[config.mk]
export PLATFORM = sky130hd
export DESIGN_NAME = nic_cmd_irq_ctrl
export DESIGN_NICKNAME = d
export VERILOG_FILES = /design/src/rtl/nic_ctrl_pkg.sv /design/src/rtl/nic_reg_bank.sv /design/src/rtl/nic_int_status.sv /design/src/rtl/nic_xmit_fsm.sv /design/src/rtl/nic_cmd_irq_ctrl.sv
export SDC_FILE = /design/constraint.sdc
export NUM_CORES = 1
export LEC_CHECK = 0
export ABC_AREA = 1
export BUFFER_PORTS_ARGS = -buffer_cell sky130_fd_sc_hd__buf_2
export CORE_MARGIN = 2
export CORE_UTILIZATION = 35
export CTS_BUF_LIST = sky130_fd_sc_hd__clkbuf_8 sky130_fd_sc_hd__clkbuf_16
export DETAILED_ROUTE_END_ITERATION = 8
export PLACE_DENSITY = 0.65
export SLEW_MARGIN = 5
export SYNTH_ARGS = -nofsm -noshare
export SYNTH_HDL_FRONTEND = slang
export SYNTH_SLANG_ARGS = --single-unit
[constraint.sdc]
create_clock -name clk -period 2.1 [get_ports clk]
set_clock_uncertainty 0.2 [all_clocks]
set_input_delay 0.105 -clock clk [delete_from_list [all_inputs] [get_ports clk]]
set_output_delay 0.105 -clock clk [all_outputs]
set_load 0.02 [all_outputs]
[src/rtl/nic_ctrl_pkg.sv]
package nic_ctrl_pkg;
    // register offsets
    localparam logic [3:0] RA_CMD     = 4'd0;
    localparam logic [3:0] RA_ISR     = 4'd1;
    localparam logic [3:0] RA_IMR     = 4'd2;
    localparam logic [3:0] RA_TPAGE   = 4'd3;
    localparam logic [3:0] RA_TCNT_LO = 4'd4;

    // command bit positions
    localparam int CB_STOP   = 0;
    localparam int CB_TRANS  = 2;
    localparam int CB_RREAD  = 3;
    localparam int CB_RWRITE = 4;

    // status bit positions
    localparam int IB_RX  = 0;
    localparam int IB_TX  = 1;
    localparam int IB_RDC = 6;
    localparam int IB_RST = 7;

    localparam logic [7:0] CMD_RESET_VAL = 8'h01;
    localparam logic [7:0] ISR_RESET_VAL = 8'h80;
    localparam logic [7:0] TSR_SENT      = 8'h01;
    localparam logic [7:0] IRQ_ENABLES   = 8'h7F;

    typedef enum logic [1:0] {
        XS_IDLE    = 2'd0,
        XS_RESOLVE = 2'd1,
        XS_ISSUE   = 2'd2
    } xmit_state_e;
endpackage

[src/rtl/nic_reg_bank.sv]
module nic_reg_bank
    import nic_ctrl_pkg::*;
#(
    parameter int CNT_BYTES = 2,
    localparam int CNT_W = 8 * CNT_BYTES
) (
    input  logic             clk,
    input  logic             rst_n,
    input  logic             wr_en,
    input  logic [3:0]       wr_addr,
    input  logic [7:0]       wr_data,
    input  logic             clear_trans,
    output logic [7:0]       cmd_q,
    output logic [7:0]       imr_q,
    output logic [7:0]       tpage_q,
    output logic [CNT_W-1:0] tcnt_q
);
    always_ff @(posedge clk or negedge rst_n) begin
        if (!rst_n) begin
            cmd_q <= CMD_RESET_VAL;
        end else if (wr_en && wr_addr == RA_CMD) begin
            cmd_q <= wr_data;
        end else if (clear_trans) begin
            cmd_q[CB_TRANS] <= 1'b0;
        end
    end

    always_ff @(posedge clk or negedge rst_n) begin
        if (!rst_n) begin
            imr_q   <= '0;
            tpage_q <= '0;
        end else if (wr_en) begin
            if (wr_addr == RA_IMR)   imr_q   <= wr_data;
            if (wr_addr == RA_TPAGE) tpage_q <= wr_data;
        end
    end

    // one byte lane of the transmit count per consecutive offset
    for (genvar g = 0; g < CNT_BYTES; g++) begin : g_cnt_lane
        localparam logic [3:0] LANE_ADDR = RA_TCNT_LO + 4'(g);
        always_ff @(posedge clk or negedge rst_n) begin
            if (!rst_n) begin
                tcnt_q[8*g +: 8] <= '0;
            end else if (wr_en && wr_addr == LANE_ADDR) begin
                tcnt_q[8*g +: 8] <= wr_data;
            end
        end
    end
endmodule

[src/rtl/nic_int_status.sv]
module nic_int_status
    import nic_ctrl_pkg::*;
(
    input  logic       clk,
    input  logic       rst_n,
    input  logic       clr_en,
    input  logic [7:0] clr_mask,
    input  logic       run_wr,
    input  logic       rx_set,
    input  logic       tx_set,
    input  logic       rdc_set,
    input  logic [7:0] imr_q,
    output logic [7:0] isr_q,
    output logic       irq
);
    logic [7:0] set_vec;
    logic [7:0] isr_next;

    always_comb begin
        set_vec          = '0;
        set_vec[IB_RX]   = rx_set;
        set_vec[IB_TX]   = tx_set;
        set_vec[IB_RDC]  = rdc_set;
        isr_next         = isr_q;
        if (clr_en) isr_next = isr_next & ~clr_mask;
        if (run_wr) isr_next[IB_RST] = 1'b0;
        isr_next = isr_next | set_vec;
    end

    always_ff @(posedge clk or negedge rst_n) begin
        if (!rst_n) begin
            isr_q <= ISR_RESET_VAL;
            irq   <= 1'b0;
        end else begin
            isr_q <= isr_next;
            irq   <= |(isr_q & imr_q & IRQ_ENABLES);
        end
    end
endmodule

[src/rtl/nic_xmit_fsm.sv]
module nic_xmit_fsm
    import nic_ctrl_pkg::*;
#(
    parameter int ADDR_W     = 16,
    parameter int LEN_W      = 16,
    parameter int PMEM_START = 16384,
    parameter int PMEM_SIZE  = 16384,
    localparam int SUM_W     = ((ADDR_W > LEN_W) ? ADDR_W : LEN_W) + 2,
    localparam int PMEM_END  = PMEM_START + PMEM_SIZE
) (
    input  logic              clk,
    input  logic              rst_n,
    input  logic              launch,
    input  logic [7:0]        tpage,
    input  logic [LEN_W-1:0]  tcnt,
    output logic              done,
    output logic              send_req,
    output logic [ADDR_W-1:0] send_addr,
    output logic [LEN_W-1:0]  send_len,
    output logic [7:0]        tsr
);
    localparam logic [SUM_W-1:0] END_X  = SUM_W'(PMEM_END);
    localparam logic [SUM_W-1:0] SIZE_X = SUM_W'(PMEM_SIZE);

    xmit_state_e state_q, state_d;
    logic [SUM_W-1:0] raw_start, adj_start;
    logic             fits;

    always_comb begin
        raw_start = SUM_W'({tpage, 8'h00});
        adj_start = (raw_start >= END_X) ? raw_start - SIZE_X : raw_start;
        fits      = (adj_start + SUM_W'(tcnt)) <= END_X;
    end

    always_comb begin
        state_d = state_q;
        unique case (state_q)
            XS_IDLE:    if (launch) state_d = XS_RESOLVE;
            XS_RESOLVE: state_d = XS_ISSUE;
            XS_ISSUE:   state_d = XS_IDLE;
            default:    state_d = XS_IDLE;
        endcase
    end

    always_ff @(posedge clk or negedge rst_n) begin
        if (!rst_n) state_q <= XS_IDLE;
        else        state_q <= state_d;
    end

    always_ff @(posedge clk or negedge rst_n) begin
        if (!rst_n) begin
            send_req  <= 1'b0;
            send_addr <= '0;
            send_len  <= '0;
            tsr       <= '0;
        end else begin
            send_req <= 1'b0;
            if (state_q == XS_RESOLVE) begin
                send_req  <= fits;
                send_addr <= adj_start[ADDR_W-1:0];
                send_len  <= tcnt;
            end
            if (state_q == XS_ISSUE) tsr <= TSR_SENT;
        end
    end

    assign done = (state_q == XS_ISSUE);
endmodule

[src/rtl/nic_cmd_irq_ctrl.sv]
module nic_cmd_irq_ctrl
    import nic_ctrl_pkg::*;
#(
    parameter int ADDR_W     = 16,
    parameter int CNT_BYTES  = 2,
    parameter int PMEM_START = 16384,
    parameter int PMEM_SIZE  = 16384,
    localparam int LEN_W     = 8 * CNT_BYTES
) (
    input  logic              clk,
    input  logic              rst_n,
    input  logic              wr_en,
    input  logic [3:0]        wr_addr,
    input  logic [7:0]        wr_data,
    input  logic              rcnt_zero,
    input  logic              dma_done_set,
    input  logic              rx_pkt_set,
    output logic [7:0]        cmd,
    output logic [7:0]        isr,
    output logic [7:0]        imr,
    output logic [7:0]        tsr,
    output logic              send_req,
    output logic [ADDR_W-1:0] send_addr,
    output logic [LEN_W-1:0]  send_len,
    output logic              irq
);
    logic             run_wr, launch, xmit_done, rdc_any, clr_en;
    logic [7:0]       tpage;
    logic [LEN_W-1:0] tcnt;

    assign run_wr  = wr_en && wr_addr == RA_CMD && !wr_data[CB_STOP];
    assign launch  = run_wr && wr_data[CB_TRANS];
    assign rdc_any = dma_done_set
                   || (run_wr && rcnt_zero && (wr_data[CB_RREAD] || wr_data[CB_RWRITE]));
    assign clr_en  = wr_en && wr_addr == RA_ISR;

    nic_reg_bank #(.CNT_BYTES(CNT_BYTES)) u_regs (
        .clk(clk), .rst_n(rst_n), .wr_en(wr_en), .wr_addr(wr_addr),
        .wr_data(wr_data), .clear_trans(xmit_done), .cmd_q(cmd),
        .imr_q(imr), .tpage_q(tpage), .tcnt_q(tcnt)
    );

    nic_int_status u_status (
        .clk(clk), .rst_n(rst_n), .clr_en(clr_en), .clr_mask(wr_data),
        .run_wr(run_wr), .rx_set(rx_pkt_set), .tx_set(xmit_done),
        .rdc_set(rdc_any), .imr_q(imr), .isr_q(isr), .irq(irq)
    );

    nic_xmit_fsm #(
        .ADDR_W(ADDR_W), .LEN_W(LEN_W),
        .PMEM_START(PMEM_START), .PMEM_SIZE(PMEM_SIZE)
    ) u_xmit (
        .clk(clk), .rst_n(rst_n), .launch(launch), .tpage(tpage),
        .tcnt(tcnt), .done(xmit_done), .send_req(send_req),
        .send_addr(send_addr), .send_len(send_len), .tsr(tsr)
    );
endmodule

# After elaboration in Yosys (flattened, before gate mapping)
# Index checks and enable logic that the tools add are counted.
# totals
ff_bits,85
in_bits,18
output_inout_bits,66
# op_classes
add_sub_neg,2
order_cmp,2
eq_ne,8
n_mux,8
bitwise_logic,4
reduce_logical,17
# ops
cell,n
$add A18 B16 Y18,1
$le A18 B16 Y1 const B,1
$mux W18,1
$sub A16 B15 Y17 const B,1
$ge A16 B16 Y1 const B,1
$and A8 B8 Y8,1
$eq A4 B2 Y1 const B,2
$eq A4 B3 Y1 const B,2
$logic_and A1 B1 Y1,8
$mux W8,1
$not A8 Y8,1
$or A8 B7 Y8,1
$and A7 B7 Y7,1
$reduce_or A7 Y1,1
$eq A4 B1 Y1 const B,1
$logic_not A4 Y1,1
$mux W1,4
$pmux W2 S2,1
$reduce_and A2 Y1,2
$eq A2 B1 Y1 const B,1
$eq A2 B2 Y1 const B,1
$logic_not A2 Y1,1
$logic_or A1 B1 Y1,2
$mux W2,1
3 further kinds,3

# Longest topological paths before layout
# Gate-level depths: netlist (run 1).
# depth
word_depth,7
depth_mapped,13

# Cells and area by module
# A second synthesis (run 1) with hierarchy kept.
# unflattened
hier_cells,469
area_unflattened_um2,3896.2
# by_module_without_submodules
mod,n_inst,cells_per_inst,area_per_inst_um2,seq_area_each_um2
nic_reg_bank,1,194,1794.2,1002.2
nic_xmit_fsm,1,220,1667.8,700.7
nic_int_status,1,36,354.1,226.5
nic_cmd_irq_ctrl,1,19,80.1,0.0

# Worst setup path before layout (run 1)
# Ideal clock, no wire load.
# synth_path
path_kind,register to register
start,register u_regs.tpage_q[0]
end,register u_xmit.send_req
arrival_time_ps,1613
required_ps,1785
path_slack_ps,172
stages_incl_launch_ff,13
n_path_buf,0
period_less_slack_ps,1928
path_cell_list,dfrtp_1 -> ha_1 -> fa_1 -> nand2_1 -> nand3_1 -> nand3_1 -> nand2_1 -> nand2_1 -> nand2_1 -> nand3_1 -> nand2_1 -> nand2_1 -> nor2_1
# synth_between
elab_chain_cells,5
elab_cells_between_ends,6
cone_classes,2 x add/sub; 2 x order compare; 2 x mux
# synth_rtl
item,line,source
from (decl),nic_reg_bank.sv:15,"output logic [7:0] tpage_q,"
from (signal assigned),nic_reg_bank.sv:34,if (wr_addr == RA_TPAGE) tpage_q <= wr_data;
$sub A16 B15 Y17 / $ge A16 B16 Y1 (equally long branches),nic_xmit_fsm.sv:31,adj_start = (raw_start >= END_X) ? raw_start - SIZE_X : raw_start;
$mux W18 (*),nic_xmit_fsm.sv:31,
$add A18 B16 Y18 (*),nic_xmit_fsm.sv:32,fits = (adj_start + SUM_W'(tcnt)) <= END_X;
$le A18 B16 Y1 (*),nic_xmit_fsm.sv:32,
$mux W1 (*),nic_xmit_fsm.sv:58,if (state_q == XS_RESOLVE) begin
to (signal assigned),nic_xmit_fsm.sv:59,send_req <= fits;
to (decl),nic_xmit_fsm.sv:17,"output logic send_req,"
# Every way passes the cells marked *; elsewhere a longest branch is shown, timed or not.
# A chain may end at the register's enable or synchronous reset.

# Final worst setup path (run 1)
# Ends and elaborated chain as after synthesis.

==> run summary, run 1 <==
R2R setup slack: 0.05 ns
reg-to-reg startpoint: u_regs.tpage_q[0]
ant diodes: 0
Layout Cells excl Fill: 641
total number of yosys warnings: 0
crit share post-route: 0.9749
total congestion overflow: 0
Nets: 530
peak supply drop: 0.4513 mV
final core utilization: 0.4324
Cell Pwr Density: 936.5 mW/mm^2
port buffer count: 68
worst hold-check path type: input pin to asynchronous set/reset pin
clock tree buffer depth: 2
WS Path Type: flip-flop to flip-flop
Synth Area per Inst: 8.817 sq um
antenna violations before repair: 0
Yosys cell types: 32
most common cell after layout, fill and taps aside: nand2_1
Critical Path Source Type: flip-flop
largest net degree at the start of global routing: 41
post-synthesis sequential area ratio: 0.5350
final worst slack: 0.05274 ns
post-DP HPWL: 6.234 mm
Hold WS: 0.05000 ns
Slew HR: 0.2977
Max Freq: 488.5 MHz
FF-to-FF path depth: 12
Antenna Nets Post-Route: 0
Worst Tran Pin Value: 1.052 ns
die width: 105.5 um
CP Launch Point: u_regs.tpage_q[0]
depth of the CTS H-tree: 3
Starting Density: 0.3541
leak pwr: 2.363 nW
Post-synth EDFFs: 0
fraction of layout cells with a size suffix above 1: 0.2079
Routed WL: 8.704 mm
Max-Cap Viols: 0
Post-Place Setup Slack: 0.02870 ns
max-slew violation count: 0
GPL Wtd Cong: 0.8841
num rows: 37
r2r endpoint: u_xmit.send_req
CTS tree: done
CP Data Arrival Time: 2.08 ns
Syn Inst Count: 409
cts bufs inserted: 9
Placed Cells: 606
most frequent cells in the layout: nand2_1, dfrtp_1, buf_2, inv_1, o21ai_0
TritonRoute pass-1 iters: 4
die height: 105.5 um
global-route wire length before repair: 14.30 mm
drt first-iter violations: 153
vias in the first global route: 2926
clk sinks: 77
vias: 2935
residual DRC count: 0
Post-synth top flop: dfrtp_1
Area growth syn-to-layout: 22.14%
Ports: 84
Crit path required time: 2.14 ns
status: complete, no violations
Vias per Instance: 4.579
Worst Path Max Fanout: 3
Tot GR Track Use: 0.1659
Worst-path clk slew: 0.08 ns
Synth async-reset ratio: 1.000
Final Critical Period: 2.047 ns
CTS root buffer: clkbuf_8
RSZ-0062 raised after global routing: yes
Die Area: 0.01113 sq mm
Seq cells post-synth: 77
Setup TNS Final: 0 ns
CP Capture Type: flip-flop
Setup-failing EPs final: 0
Post-Syn Area: 0.003606 sq mm
final hold vios: 0
Core Area: 0.01018 sq mm
clock latency on the worst-skew pair: 0.35 ns
drt wl/cell: 13.58 um
==> per-stage QoR <==
| stage | area (sq um) | power, mW |
|---|---|---|
| 6_report | 4404 | 4.125 |
| 5_1_grt | 4404 | 4.426 |
| 4_1_cts | 4362 | 4.123 |
| 3_3_place_gp | 4039 | 3.109 |
| 2_1_floorplan | 3659 | 2.742 |
| 3_5_place_dp | 4039 | 3.149 |
==> area by class of cell <==
type,instances,area [sq um]
timing repair buffer,91,568.0
fill,1028,5781
multi-input combinational,271,1386
sequential,77,1929
inverter,50,187.7
tap,136,170.2
clock inverter,6,25.02
clock buffer,10,137.6
==> logic make-up (layout without fill, tap and decap cells) <==
logic type / after synthesis / count (layout) / synth area share
AO/OA/AOI/OAI: 76 / 76 / 0.1201
adder cells (fa/ha/maj): 12 / 12 / 0.04372
buffers and inverters: 75 / 157 / 0.1006
flip-flops: 77 / 77 / 0.5350
other: 1 / 15 / 0.001040
AND/OR/NAND/NOR: 168 / 168 / 0.1995
==> worst max-delay path, stage by stage (launching register included) <==
cell and delay [ns]:
dfrtp_1 0.40, ha_2 0.21, fa_1 0.41, nand2_1 0.10, nand3_1 0.11, nand3_1 0.11
nand2_1 0.06, nand2_1 0.08, nand2_1 0.05, nand3_1 0.06, nand2_1 0.05, nand2_1 0.05
nor2_1 0.04
==> state kept, by name, summed over array words and instances (netlist names) <==
signal	cells
u_regs.tcnt_q	16
u_xmit.send_addr	8
u_regs.imr_q	8
u_regs.cmd_q	8
u_xmit.send_len	16
u_xmit.send_req	1
u_status.irq	1
u_xmit.state_q	2
u_regs.tpage_q	8
u_xmit.tsr	1
u_status.isr_q	8
==> power breakdown <==
part	switching [mW]	total (mW)	internal (mW)
Sequential	0.173	1.89	1.72
Combinational	0.811	1.29	0.477
Clock	0.502	0.943	0.441
Total	1.49	4.12	2.64
==> cell usage after synthesis, types with 2 or more instances <==
master	instances	area, sq um
nand2_1	123	461.7
dfrtp_1	75	1877
inv_1	49	183.9
o21ai_0	41	205.2
nand3_1	18	90.09
nor2_1	16	60.06
buf_4	15	112.6
o21ai_1	12	60.06
ha_1	11	137.6
a21oi_1	7	35.03
o21ai_2	7	61.31
clkbuf_1	5	18.77
a21boi_0	4	30.03
buf_6	3	33.78
buf_2	2	10.01
dfstp_2	2	52.55
nand3_2	2	20.02
nand3b_1	2	15.01
nand4_1	2	12.51
==> per-layer routing <==
layer,vias to the layer above,GRT usage,part of all wire,routed length (um)
li1,1456,-,-,-
met1,1358,0.2262,0.47,4119
met2,105,0.2544,0.45,3952
met3,16,0.03587,0.049,425
met4,0,0.07331,0.024,206
met5,-,0,0,0
==> timing repair <==
action | 4_1_cts | 5_1_grt
setup endpoints to repair | 0 | 2
resized for setup | 0 | 3
hold buffers | 16 | 0
endpoints found under the hold margin | 121 | 0
setup buffers | 0 | 3
==> worst max path at each step <==
| stage | endpoint | slack [ns] | cells after the start |
|---|---|---|---|
| after floorplan | u_xmit.send_req | 0.17 | 12 |
| after global placement | u_xmit.send_req | 0.09 | 12 |
| after detailed placement | u_xmit.send_req | 0.03 | 12 |
| after CTS | u_xmit.send_req | 0.01 | 12 |
| after global routing | u_xmit.send_req | -0.14 | 13 |
| final | u_xmit.send_req | 0.05 | 12 |
No activity file was read; power rests on OpenSTA's default activity.
==> inputs of run 2 (changes only) <==
BUFFER_PORTS_ARGS = default   (was -buffer_cell sky130_fd_sc_hd__buf_2)
DONT_BUFFER_PORTS = 1   (was default)
PLACE_DENSITY = 0.58   (was 0.65)
==> run summary, run 2 (synthesized netlist as in run 1, its figures left out) <==
status: complete, no violations
Worst Path Buf+Inv: 0
Die Area: 0.01113 sq mm
clock tree buffer depth: 2
ant diodes: 0
slowest stage cell on the critical path: dfrtp_1
largest net degree at the start of global routing: 78
grt met1 use: 0.2032
post-route cell area: 0.004227 sq mm
total congestion overflow: 0
critical path's most frequent cell: nand2_1
clk sinks: 77
CP cell instances: ha_4 -> fa_1 -> nand2_1 -> nand3_1 -> nand3_1 -> nand2_1 -> nand2_1 -> nand2_1 -> nand3_1 -> nand2_1 -> nand2_1 -> nor2_1
final core utilization: 0.4150
crit share post-route: 0.9683
Post-Place Setup Slack: 0.0004633 ns
TritonRoute pass-1 iters: 4
antenna violations before repair: 0
port buffer count: 0
drt first-iter violations: 191
Hold WS: 0.09959 ns
Core Area: 0.01018 sq mm
Slew HR: 0.6275
post-DP HPWL: 5.954 mm
clock latency on the worst-skew pair: 0.35 ns
# fillers: 1022
Setup TNS Final: 0 ns
Max-Cap Viols: 0
CTS tree: done
CP Capture Type: flip-flop
Ports: 84
dpl cell area: 0.003684 sq mm
CTS root buffer: clkbuf_8
die height: 105.5 um
residual DRC count: 0
global-route wire length before repair: 13.79 mm
Antenna Nets Post-Route: 0
RSZ-0062 raised after global routing: yes
Cell Pwr Density: 1012 mW/mm^2
Nets: 471
M2 GR Usage: 0.2548
die width: 105.5 um
Worst Path Max Fanout: 3
vias: 2719
worst hold-check path type: input pin to asynchronous set/reset pin
GRT met3 Usage: 0.04515
cts bufs inserted: 9
Routed WL: 8.403 mm
Setup-failing EPs final: 0
CP Data Arrival Time: 2.08 ns
vias in the first global route: 2680
FF-to-FF path depth: 12
max-slew violation count: 0
Final Critical Period: 2.033 ns
Starting Density: 0.3541
slowest stage delay, CP: 0.43 ns
drt wl/cell: 14.44 um
most frequent cells in the layout: nand2_1, dfrtp_1, inv_1, o21ai_0, dlygate4sd3_1
most common cell after layout, fill and taps aside: nand2_1
Area growth syn-to-layout: 17.21%
busiest grt layer: met2
num rows: 37
Max Freq: 491.8 MHz
Critical Path Source Type: flip-flop
final worst slack: 0.06651 ns
WS Path Type: flip-flop to flip-flop
stages on the worst setup path: 12
Top delay family on crit path: simple AND/OR/NAND/NOR gates
depth of the CTS H-tree: 3
Tot GR Track Use: 0.1598
leak pwr: 2.098 nW
Vias per Instance: 4.672
Crit path required time: 2.15 ns
GPL Wtd Cong: 0.9178
fraction of layout cells with a size suffix above 1: 0.09417
biggest regs: u_regs.tcnt_q (16), u_xmit.send_len (16)
final hold vios: 0
Worst Tran Pin Value: 0.5573 ns
peak supply drop: 0.4145 mV
Worst-path clk slew: 0.09 ns
run 2: cell types whose count changed in the layout (fill, tap and decap cells not counted), sizes merged, moves of 2 or more:
| cell | before | now |
|---|---|---|
| clkinvlp | 0 | 4 |
| bufinv | 0 | 2 |
| buf | 75 | 8 |
| dlygate4sd3 | 16 | 24 |
| inv | 54 | 51 |
| clkinv | 2 | 0 |
run 2: worst reg2reg max path, delay by kind of cell (launching register included):
family | cells | cell delay, ns
flops | 1 | 0.43
fa+ha+maj | 2 | 0.59
simple gates | 10 | 0.71
run 2: repair_timing:
item,in CTS,in global routing
setup endpoints to repair,1,5
pin swaps,0,2
gates resized for setup,1,3
buffers inserted,0,3
endpoints found under the hold margin,126,10
hold buffers,25,1
run 2: path summary, 6_finish.rpt:
| path | end | slack, ns | startpoint |
|---|---|---|---|
| min in group clk | u_regs.tcnt_q[4] | 0.14 | wr_en |
| worst max-delay path | u_xmit.send_req | 0.07 | u_regs.tpage_q[0] |
| max in group asynchronous | u_status.isr_q[7] | 1.27 | rst_n |
| worst max register to register | u_xmit.send_req | 0.07 | u_regs.tpage_q[0] |
| worst min-delay path | u_regs.cmd_q[6] | 0.1 | rst_n |
| worst min register to register | u_xmit.state_q[0] | 0.25 | u_xmit.state_q[0] |
run 2: final cells by class:
type | count | area [sq um] | share of cell area
Sequential cell | 77 | 1929 | 0.4565
Multi-Input combinational cell | 271 | 1396 | 0.3304
Timing Repair Buffer | 32 | 320.3 | 0.07578
Inverter | 50 | 187.7 | 0.04441
Tap cell | 136 | 170.2 | 0.04026
Clock buffer | 9 | 123.9 | 0.02931
Clock inverter | 7 | 98.84 | 0.02339
run 2: through the flow:
| step | power [mW] | cells |
|---|---|---|
| floorplan | 2.742 | 423 |
| global placement | 2.929 | 538 |
| detailed placement | 2.948 | 538 |
| CTS | 4.290 | 579 |
| global route | 4.567 | 582 |
| finish | 4.279 | 582 |
run 2: per-layer routing:
layer	wire, um	up-vias
met5	0	-
met4	159	0
met3	641	13
met2	3864	98
met1	3738	1261
li1	-	1347
run 2: report_power, final:
part	internal [mW]	total (mW)	switching, mW
Clock	0.672	1.24	0.572
Sequential	1.72	2.09	0.367
Combinational	0.382	0.950	0.568
Total	2.77	4.28	1.51
